$ cat config.mk
export PLATFORM = sky130hd
export DESIGN_NAME = scl_timing_gen
export DESIGN_NICKNAME = d
export VERILOG_FILES = /design/src/rtl/scl_tgen_pkg.sv /design/src/rtl/scl_len_decode.sv /design/src/rtl/scl_phase_ctr.sv /design/src/rtl/scl_tick_gen.sv /design/src/rtl/scl_timing_gen.sv
export SDC_FILE = /design/constraint.sdc
export NUM_CORES = 1
export LEC_CHECK = 0
export ABC_AREA = 1
export CAP_MARGIN = 30
export CELL_PAD_IN_SITES_DETAIL_PLACEMENT = 1
export CELL_PAD_IN_SITES_GLOBAL_PLACEMENT = 1
export CORE_MARGIN = 2
export CORE_UTILIZATION = 42
export CTS_CLUSTER_SIZE = 20
export DETAILED_ROUTE_END_ITERATION = 10
export PLACE_DENSITY = 0.92
export SLEW_MARGIN = 20
export SYNTH_ARGS = -nofsm -noshare
export SYNTH_HDL_FRONTEND = slang
export SYNTH_HIERARCHICAL = 1
export SYNTH_SLANG_ARGS = --single-unit
$ cat constraint.sdc
create_clock -name clk_i -period 4.1 [get_ports clk_i]
set_input_delay 0.615 -clock clk_i [delete_from_list [all_inputs] [get_ports clk_i]]
set_output_delay 0.615 -clock clk_i [all_outputs]
set_load 0.03 [all_outputs]
$ cat src/rtl/scl_tgen_pkg.sv
`timescale 1ns/1ps
package scl_tgen_pkg;
  typedef enum logic [1:0] {
    PH_IDLE = 2'd0,
    PH_LOW  = 2'd1,
    PH_HIGH = 2'd2
  } phase_e;
endpackage

$ cat src/rtl/scl_len_decode.sv
`timescale 1ns/1ps
module scl_len_decode #(
  parameter int DIV_LO_W = 10,
  parameter int DIV_HI_W = 2,
  parameter int LOW_W    = 12,
  parameter int FILT_CYC = 15,
  parameter int LEN_W    = 14
) (
  input  logic [DIV_LO_W-1:0] div_lo_i,
  input  logic [DIV_HI_W-1:0] div_hi_i,
  input  logic [LOW_W-1:0]    low_cnt_i,
  input  logic                split_en_i,
  output logic [LEN_W-1:0]    low_len_o,
  output logic [LEN_W-1:0]    high_len_o
);
  localparam int DIV_W = DIV_LO_W + DIV_HI_W;

  logic [DIV_W-1:0] div_raw, div_eff;
  logic [LOW_W-1:0] lc_eff;
  logic [LEN_W-1:0] div_x, lc_x, filt_x;

  assign div_raw = {div_hi_i, div_lo_i};
  // zero would stall the line; promote to one
  assign div_eff = (div_raw == '0) ? DIV_W'(1) : div_raw;
  assign lc_eff  = (low_cnt_i == '0) ? LOW_W'(1) : low_cnt_i;
  assign div_x   = LEN_W'(div_eff);
  assign lc_x    = LEN_W'(lc_eff);
  assign filt_x  = LEN_W'(FILT_CYC);

  always_comb begin
    if (split_en_i) begin
      high_len_o = div_x + filt_x;
      low_len_o  = lc_x << 1;
    end else begin
      low_len_o  = div_x << 1;
      high_len_o = (div_x << 1) + filt_x;
    end
  end
endmodule

$ cat src/rtl/scl_phase_ctr.sv
`timescale 1ns/1ps
module scl_phase_ctr
  import scl_tgen_pkg::*;
#(
  parameter int LEN_W = 14
) (
  input  logic             clk_i,
  input  logic             rst_ni,
  input  logic             run_i,
  input  logic [LEN_W-1:0] low_len_i,
  input  logic [LEN_W-1:0] high_len_i,
  output phase_e           phase_o,
  output logic [LEN_W-1:0] cnt_o
);
  phase_e           phase_q;
  logic [LEN_W-1:0] cnt_q;
  logic [LEN_W-1:0] cur_len;
  logic             at_end;

  assign cur_len = (phase_q == PH_HIGH) ? high_len_i : low_len_i;
  // >= so a shrunk length ends the phase at once
  assign at_end  = ({1'b0, cnt_q} + (LEN_W+1)'(1)) >= {1'b0, cur_len};

  always_ff @(posedge clk_i or negedge rst_ni) begin
    if (!rst_ni) begin
      phase_q <= PH_IDLE;
      cnt_q   <= '0;
    end else if (!run_i) begin
      phase_q <= PH_IDLE;
      cnt_q   <= '0;
    end else if (phase_q == PH_IDLE) begin
      phase_q <= PH_LOW;
      cnt_q   <= '0;
    end else if (at_end) begin
      phase_q <= (phase_q == PH_LOW) ? PH_HIGH : PH_LOW;
      cnt_q   <= '0;
    end else begin
      cnt_q   <= cnt_q + LEN_W'(1);
    end
  end

  assign phase_o = phase_q;
  assign cnt_o   = cnt_q;

  assert_start_low_R2: assert property (@(posedge clk_i) disable iff (!rst_ni)
    (phase_q == PH_IDLE && run_i) |=> (phase_q == PH_LOW && cnt_q == '0));
  assert_stop_idle_R8: assert property (@(posedge clk_i) disable iff (!rst_ni)
    !run_i |=> (phase_q == PH_IDLE));
  assert_shrink_end_R10: assert property (@(posedge clk_i) disable iff (!rst_ni)
    (run_i && phase_q != PH_IDLE && {1'b0, cnt_q} + (LEN_W+1)'(1) > {1'b0, cur_len})
      |=> (cnt_q == '0 && phase_q != $past(phase_q)));
endmodule

$ cat src/rtl/scl_tick_gen.sv
`timescale 1ns/1ps
module scl_tick_gen
  import scl_tgen_pkg::*;
#(
  parameter int LEN_W = 14
) (
  input  phase_e           phase_i,
  input  logic [LEN_W-1:0] cnt_i,
  input  logic [LEN_W-1:0] low_len_i,
  input  logic [LEN_W-1:0] high_len_i,
  output logic             scl_o,
  output logic             sample_tick_o,
  output logic             change_tick_o
);
  assign scl_o         = (phase_i != PH_LOW);
  assign change_tick_o = (phase_i == PH_LOW)  && (cnt_i == (low_len_i  >> 1));
  assign sample_tick_o = (phase_i == PH_HIGH) && (cnt_i == (high_len_i >> 1));
endmodule

$ cat src/rtl/scl_timing_gen.sv
`timescale 1ns/1ps
module scl_timing_gen
  import scl_tgen_pkg::*;
#(
  parameter int DIV_LO_W = 10,
  parameter int DIV_HI_W = 2,
  parameter int LOW_W    = 12,
  parameter int FILT_CYC = 15
) (
  input  logic                clk_i,
  input  logic                rst_ni,
  input  logic                run_i,
  input  logic [DIV_LO_W-1:0] div_lo_i,
  input  logic [DIV_HI_W-1:0] div_hi_i,
  input  logic [LOW_W-1:0]    low_cnt_i,
  input  logic                split_en_i,
  output logic                scl_o,
  output logic                sample_tick_o,
  output logic                change_tick_o
);
  localparam int DIV_W = DIV_LO_W + DIV_HI_W;
  localparam int LEN_W = ((DIV_W > LOW_W) ? DIV_W : LOW_W) + 2;

  logic [LEN_W-1:0] low_len, high_len, cnt;
  phase_e           phase;

  scl_len_decode #(
    .DIV_LO_W(DIV_LO_W), .DIV_HI_W(DIV_HI_W), .LOW_W(LOW_W),
    .FILT_CYC(FILT_CYC), .LEN_W(LEN_W)
  ) u_dec (
    .div_lo_i  (div_lo_i),
    .div_hi_i  (div_hi_i),
    .low_cnt_i (low_cnt_i),
    .split_en_i(split_en_i),
    .low_len_o (low_len),
    .high_len_o(high_len)
  );

  scl_phase_ctr #(.LEN_W(LEN_W)) u_ctr (
    .clk_i     (clk_i),
    .rst_ni    (rst_ni),
    .run_i     (run_i),
    .low_len_i (low_len),
    .high_len_i(high_len),
    .phase_o   (phase),
    .cnt_o     (cnt)
  );

  scl_tick_gen #(.LEN_W(LEN_W)) u_tick (
    .phase_i      (phase),
    .cnt_i        (cnt),
    .low_len_i    (low_len),
    .high_len_i   (high_len),
    .scl_o        (scl_o),
    .sample_tick_o(sample_tick_o),
    .change_tick_o(change_tick_o)
  );

  assert_idle_released_R1: assert property (@(posedge clk_i) disable iff (!rst_ni)
    !run_i |=> (scl_o && !sample_tick_o && !change_tick_o));
  assert_min_len_R5: assert property (@(posedge clk_i) disable iff (!rst_ni)
    (low_len >= LEN_W'(2)) && (high_len >= LEN_W'(FILT_CYC + 1)));
  assert_change_in_low_R6: assert property (@(posedge clk_i) disable iff (!rst_ni)
    change_tick_o |-> !scl_o);
  assert_sample_in_high_R7: assert property (@(posedge clk_i) disable iff (!rst_ni)
    sample_tick_o |-> scl_o);
  assert_ticks_apart_R11: assert property (@(posedge clk_i) disable iff (!rst_ni)
    !(sample_tick_o && change_tick_o));
endmodule

# Word level (Yosys, flattened, before mapping)
# Index checks and enable logic that the tools add are counted.
[totals]
input_bits = 28
ff_bits = 16
out_inout_bits = 3
[op_classes]
magnitude_cmp = 1
n_reduce_logical = 5
n_eq_ne = 6
n_mux = 12
add_sub_neg = 4
[op_table]
columns = ["op", "n"]
rows = [
  ["14-bit two-way mux", 5],
  ["12-bit logical NOT", 2],
  ["12-bit two-way mux", 2],
  ["14-bit by 1-bit adder with 15-bit output (second input constant)", 1],
  ["15-bit by 14-bit >= comparator with 1-bit output", 1],
  ["13-bit by 4-bit adder with 14-bit output (second input constant)", 1],
  ["14-bit by 1-bit adder with 14-bit output (second input constant)", 1],
  ["14-bit by 12-bit equality test with 1-bit output", 1],
  ["14-bit by 13-bit equality test with 1-bit output", 1],
  ["12-bit by 4-bit adder with 13-bit output (second input constant)", 1],
  ["13-bit two-way mux", 1],
  ["2-bit two-way mux", 4],
  ["3-bit by 1-bit inequality test with 1-bit output (second input constant)", 1],
  ["2-bit by 1-bit equality test with 1-bit output (second input constant)", 1],
  ["2-bit equality test (second input constant)", 1],
  ["1-bit logical AND", 2],
  ["2-bit logical NOT", 1],
  ["2-bit by 1-bit inequality test with 1-bit output (second input constant)", 1],
]

# Depth between registers and ports, before layout
[depth]
depth_word = 9
ltp_mapped = 24
ltp_nobuf = 24

# Modules after synthesis
# The synthesis kept the hierarchy.
[by_module_without_submodules]
columns = ["module", "n_inst", "area_per_inst_um2", "cells_per_inst"]
rows = [
  ["scl_phase_ctr", 1, 1340.0, 176],
  ["scl_len_decode", 1, 779.5, 162],
  ["scl_tick_gen", 1, 501.7, 114],
]

# Worst setup path after synthesis
# Ideal clock, no wire load.
[synth_timing]
path_type = "input -> output"
from = "input port div_lo_i[2]"
to = "output port sample_tick_o"
t_required_ps = 3485
path_stages = 20
slack_ps = 787
t_arrival_ps = 2698
path_cell_list = "inv_1 -> nand2_1 -> nor3_1 -> nand3_1 -> nand2_1 -> inv_1 -> ha_1 -> nand3_1 -> inv_1 -> o21ai_0 -> nand3_1 -> o21ai_0 -> inv_1 -> nand2_1 -> nand2_1 -> inv_1 -> nand2_1 -> nor2_1 -> nand2_1 -> nor2_1"
[synth_between]
elab_chain_cells = 6
elab_cells_between_ends = 7
classes_between = "2 x add/sub; 1 x eq/ne; 2 x mux; 2 x reduce/logical"
[synth_lines]
columns = ["element", "line", "source"]
rows = [
  ["from (decl)", "scl_timing_gen.sv:13", "input logic [DIV_LO_W-1:0] div_lo_i,"],
  ["12-bit logical NOT", "scl_len_decode.sv:24", "assign div_eff = (div_raw == '0) ? DIV_W'(1) : div_raw;"],
  ["12-bit two-way mux (*)", "scl_len_decode.sv:24", ""],
  ["13-bit by 4-bit adder with 14-bit output or 12-bit by 4-bit adder with 13-bit output (tied branches)", "scl_len_decode.sv:36, scl_len_decode.sv:32", ""],
  ["14-bit two-way mux (*)", "scl_len_decode.sv:31", "if (split_en_i) begin"],
  ["named net high_len[6]", "scl_timing_gen.sv:24", "logic [LEN_W-1:0] low_len, high_len, cnt;"],
  ["14-bit by 13-bit equality test with 1-bit output (*)", "scl_tick_gen.sv:17", "assign sample_tick_o = (phase_i == PH_HIGH) && (cnt_i == (high_len_i >> 1));"],
  ["1-bit logical AND (*)", "scl_tick_gen.sv:17", ""],
  ["to (decl)", "scl_timing_gen.sv:18", "output logic sample_tick_o,"],
]
# The timed path passes the listed nets; every way through them passes the cells marked *.

# Final worst setup path
[layout_timing]
from = "input port div_lo_i[1]"
to = "output port sample_tick_o"
# The elaborated chain is that of the path after synthesis.

==> out/results.tsv <==
stage	metric	value	unit
setup_path	Worst R2R Path Depth	16	
setup_path	crit path kind	in2out	
route	Final ANT Viol Nets	0	
pwr	Tot Pwr	0.000735	W
placement	gpl congestion	0.859	
synth	Seq/Total Area, Yosys	15.3	%
outcome	outcome	finished, final reports clean	
cells_and_area	synthesis-to-finish area growth	18.9	%
route	DR WL met2	4.14	mm
setup_path	worst r2r src	u_ctr/phase_o[0]	
pwr	Sw Share	43.1	%
worst_hold_path	hold endpoint	u_ctr/cnt_o[0]	
sta	Setup WS post-layout	0.279	ns
cells_and_area	number of diodes	0	
grt	vias in the first global route	3029	
grt	total track usage	23.9	%
synth	Synth Area per Inst	5.80	um^2
floorplanning	Die ar.	6890	um^2
route	Iteration-0 DRC Markers	91	
synth	Cell Area, Synth	2620	um^2
synth	Synth top area share	19.0	%
clocking	CTS sink cnt	16	
pwr	PwrDens	236	nW/um^2
setup_path	Required @ worst endpoint	3.48	ns
floorplanning	row count	28	
setup_path	CP Capture Type	output port	
grt	initial antenna violation count	0	
sta	count of pins over their slew limit	0	
placement	hpwl dp	6.97	mm
grt	first-pass GRT wire length	13.7	mm
worst_hold_path	Tightest Hold Check Type	reg2reg	
clocking	CTS tree	built	
sta	Layout Skew	0.00311	ns
route	vias per std cell	5.11	
route	router iterations before antenna repair	4	
cells_and_area	# fillers	847	
worst_hold_path	WHS Path Cells	1	
setup_path	element type at the critical path start	input pin	
setup_path	Reg2Reg Capture Point	u_ctr/phase_o[1]	
pwr	Flop pwr share	27.0	%
sta	Slew headroom	45.5	%
clocking	# hold bufs at CTS	0	
cells_and_area	most frequent cells in the layout	nand2_1 (133), inv_1 (87), nor2_1 (50)	
route	Top Metal Used	met4	
synth	area leader, netlist	nand2_1	
sta	Fmax	0.262	GHz
floorplanning	width of the die	83	um
floorplanning	Die Height	83	um
sta	RSZ-0062 raised after global routing	false	
pwr	Comb power frac	55.0	%
sta	worst hold margin	0.617	ns
route	Metal-1 WL	3.60	mm
setup_path	Arrival @ worst endpoint	3.21	ns
sta	crit share post-route	93.2	%
synth	Syn. warnings	6	
pwr	Pleak	1.77	nW
cells_and_area	Final nets	532	
sta	Least-Margin Pin Slew	0.816	ns
floorplanning	IO Pins	31	
floorplanning	initial core utilization	43.8	%
worst_hold_path	hold path start	u_ctr/cnt_o[0]	
clocking	clock slew at reported path FFs	0.05	ns
cells_and_area	commonest non-fill, non-tap cell in the layout	nand2_1	
clocking	clock latency on the worst-skew pair	0.24	ns
pwr	Int Pwr	0.000418	W
clocking	Root Buffer	clkbuf_8	
flow_run	MaxCap Viol Count	0	
sta	# setup viols final	0	
grt	gr ovfl total	0	
setup_path	crit-path max FO	4	
synth	Distinct cells, synth	37	
grt	largest net degree at the start of global routing	24	
placement	PortBufs	30	
placement	dpl ws	-0.0207	ns
sta	Hold Fails Final Rpt	0	
cells_and_area	share of cells above drive strength 1	9.24	%
clocking	Num CTS Buffers	3	
pwr	Peak VDD IR	0.000300	V
synth	number of synthesized register bits	16	
placement	Placed Area	3020	um^2
clocking	CTS H-tree depth	1	
synth	Synth area leaders	nand2_1 (19%), dfrtp_1 (15%), inv_1 (13%)	
route	DR WL met3	209	um
route	final WL	8.11	mm
setup_path	r2r setup slk	1.28	ns
sta	Tmin final	3.82	ns
synth	Mapped Cells	452	
clocking	CTS Buffer Depth	2	
floorplanning	core area	5990	um^2
cells_and_area	post-route cell area	3120	um^2
route	WL/cell	14.4	um
pwr	Psw	0.000317	W
route	via count	2873	
pwr	Clk pwr share	18.1	%
route	DRC	0	
==> kinds of logic (layout without fill, tap and decap cells) <==
group	after synthesis	in the layout	share of synthesized area, %
compound gates	42	42	8.78
xor+xnor	22	22	7.35
fa+ha+maj	16	16	7.64
buf+inv	99	133	14.9
flops	16	16	15.3
mux	15	15	5.78
other cells	1	2	0.143
simple gates	241	241	40.1
==> routing by layer <==
metal | track usage (%) | vias up
met4 | 7.30 | 0
met3 | 0.497 | 14
met2 | 43.7 | 48
li1 | - | 1458
met5 | 0 | -
met1 | 30.4 | 1353
==> worst max path at each step <==
stage	depth (start not counted)	slack [ns]	start	endpoint
2_1_floorplan	20	0.79	div_lo_i[2]	sample_tick_o
3_3_place_gp	25	0.11	div_lo_i[7]	u_ctr/phase_o[0]
3_5_place_dp	25	-0.02	div_lo_i[7]	u_ctr/phase_o[1]
4_1_cts	22	0.07	div_lo_i[3]	sample_tick_o
5_1_grt	20	0.02	div_lo_i[2]	sample_tick_o
6_report	22	0.28	div_lo_i[1]	sample_tick_o
==> sequential cells by signal, summed over array words and instances (netlist names) <==
| register | count |
|---|---|
| u_ctr/cnt_o | 14 |
| u_ctr/phase_o | 2 |
==> per-stage QoR <==
step	TNS [ns]	utilization (%)	cells
finish	0	52.0	562
global placement	0	50.4	557
detailed placement	-0.0233	50.4	557
floorplan	0	-	453
global route	0	52.0	562
CTS	0	51.4	561
==> Yosys cell counts, drive strengths merged <==
master,instances
xor2,17
ha,16
nor4,1
inv,89
nor2,57
a21oi,11
nand2,141
clkinv,1
conb,1
buf,7
nand3b,2
nand4,4
clkbuf,2
dfrtp,16
o21a,1
o21ai,27
and3,1
xnor2,5
o22ai,1
mux2i,14
o211ai,2
nor3,8
mux2,1
nand3,27
==> cell type report <==
cell class	instances	area, um^2	share of cell area (%)
multi-input cells	338	1860	59.8
flip-flops and latches	16	400	12.8
repair buffers	39	365	11.7
inverters	90	339	10.9
well taps	75	93.8	3.01
clock buffers	4	55.1	1.77
==> critical path, stage by stage <==
cell             delay (ns)
clkdlybuf4s50_1        0.40
inv_1                  0.12
nand2_1                0.10
nor3_2                 0.17
nand3_1                0.10
nand2_1                0.11
inv_1                  0.05
ha_2                   0.20
nand3_2                0.12
inv_1                  0.07
o21ai_0                0.20
nand3_1                0.14
o21ai_2                0.11
inv_1                  0.06
nand2_1                0.06
nand2_1                0.05
inv_1                  0.04
nand2_1                0.05
nor2_1                 0.08
nand2_1                0.07
nor2_2                 0.11
buf_4                  0.17
==> power groups by stage <==
| stage | sequential (W) | clock [W] | combinational, W |
|---|---|---|---|
| after floorplan | 0.000193 | 0 | 0.000285 |
| after global placement | 0.000199 | 0 | 0.000381 |
| after detailed placement | 0.000201 | 0 | 0.000399 |
| after CTS | 0.000198 | 0.000139 | 0.000401 |
| after global routing | 0.000202 | 0.000149 | 0.000455 |
| final | 0.000198 | 0.000133 | 0.000404 |
==> repair_timing <==
| action | CTS | global route |
|---|---|---|
| setup buffers | 0 | 1 |
| resized for setup | 0 | 11 |
| setup endpoints to repair | 0 | 17 |
(Power assumes the default switching activity.)
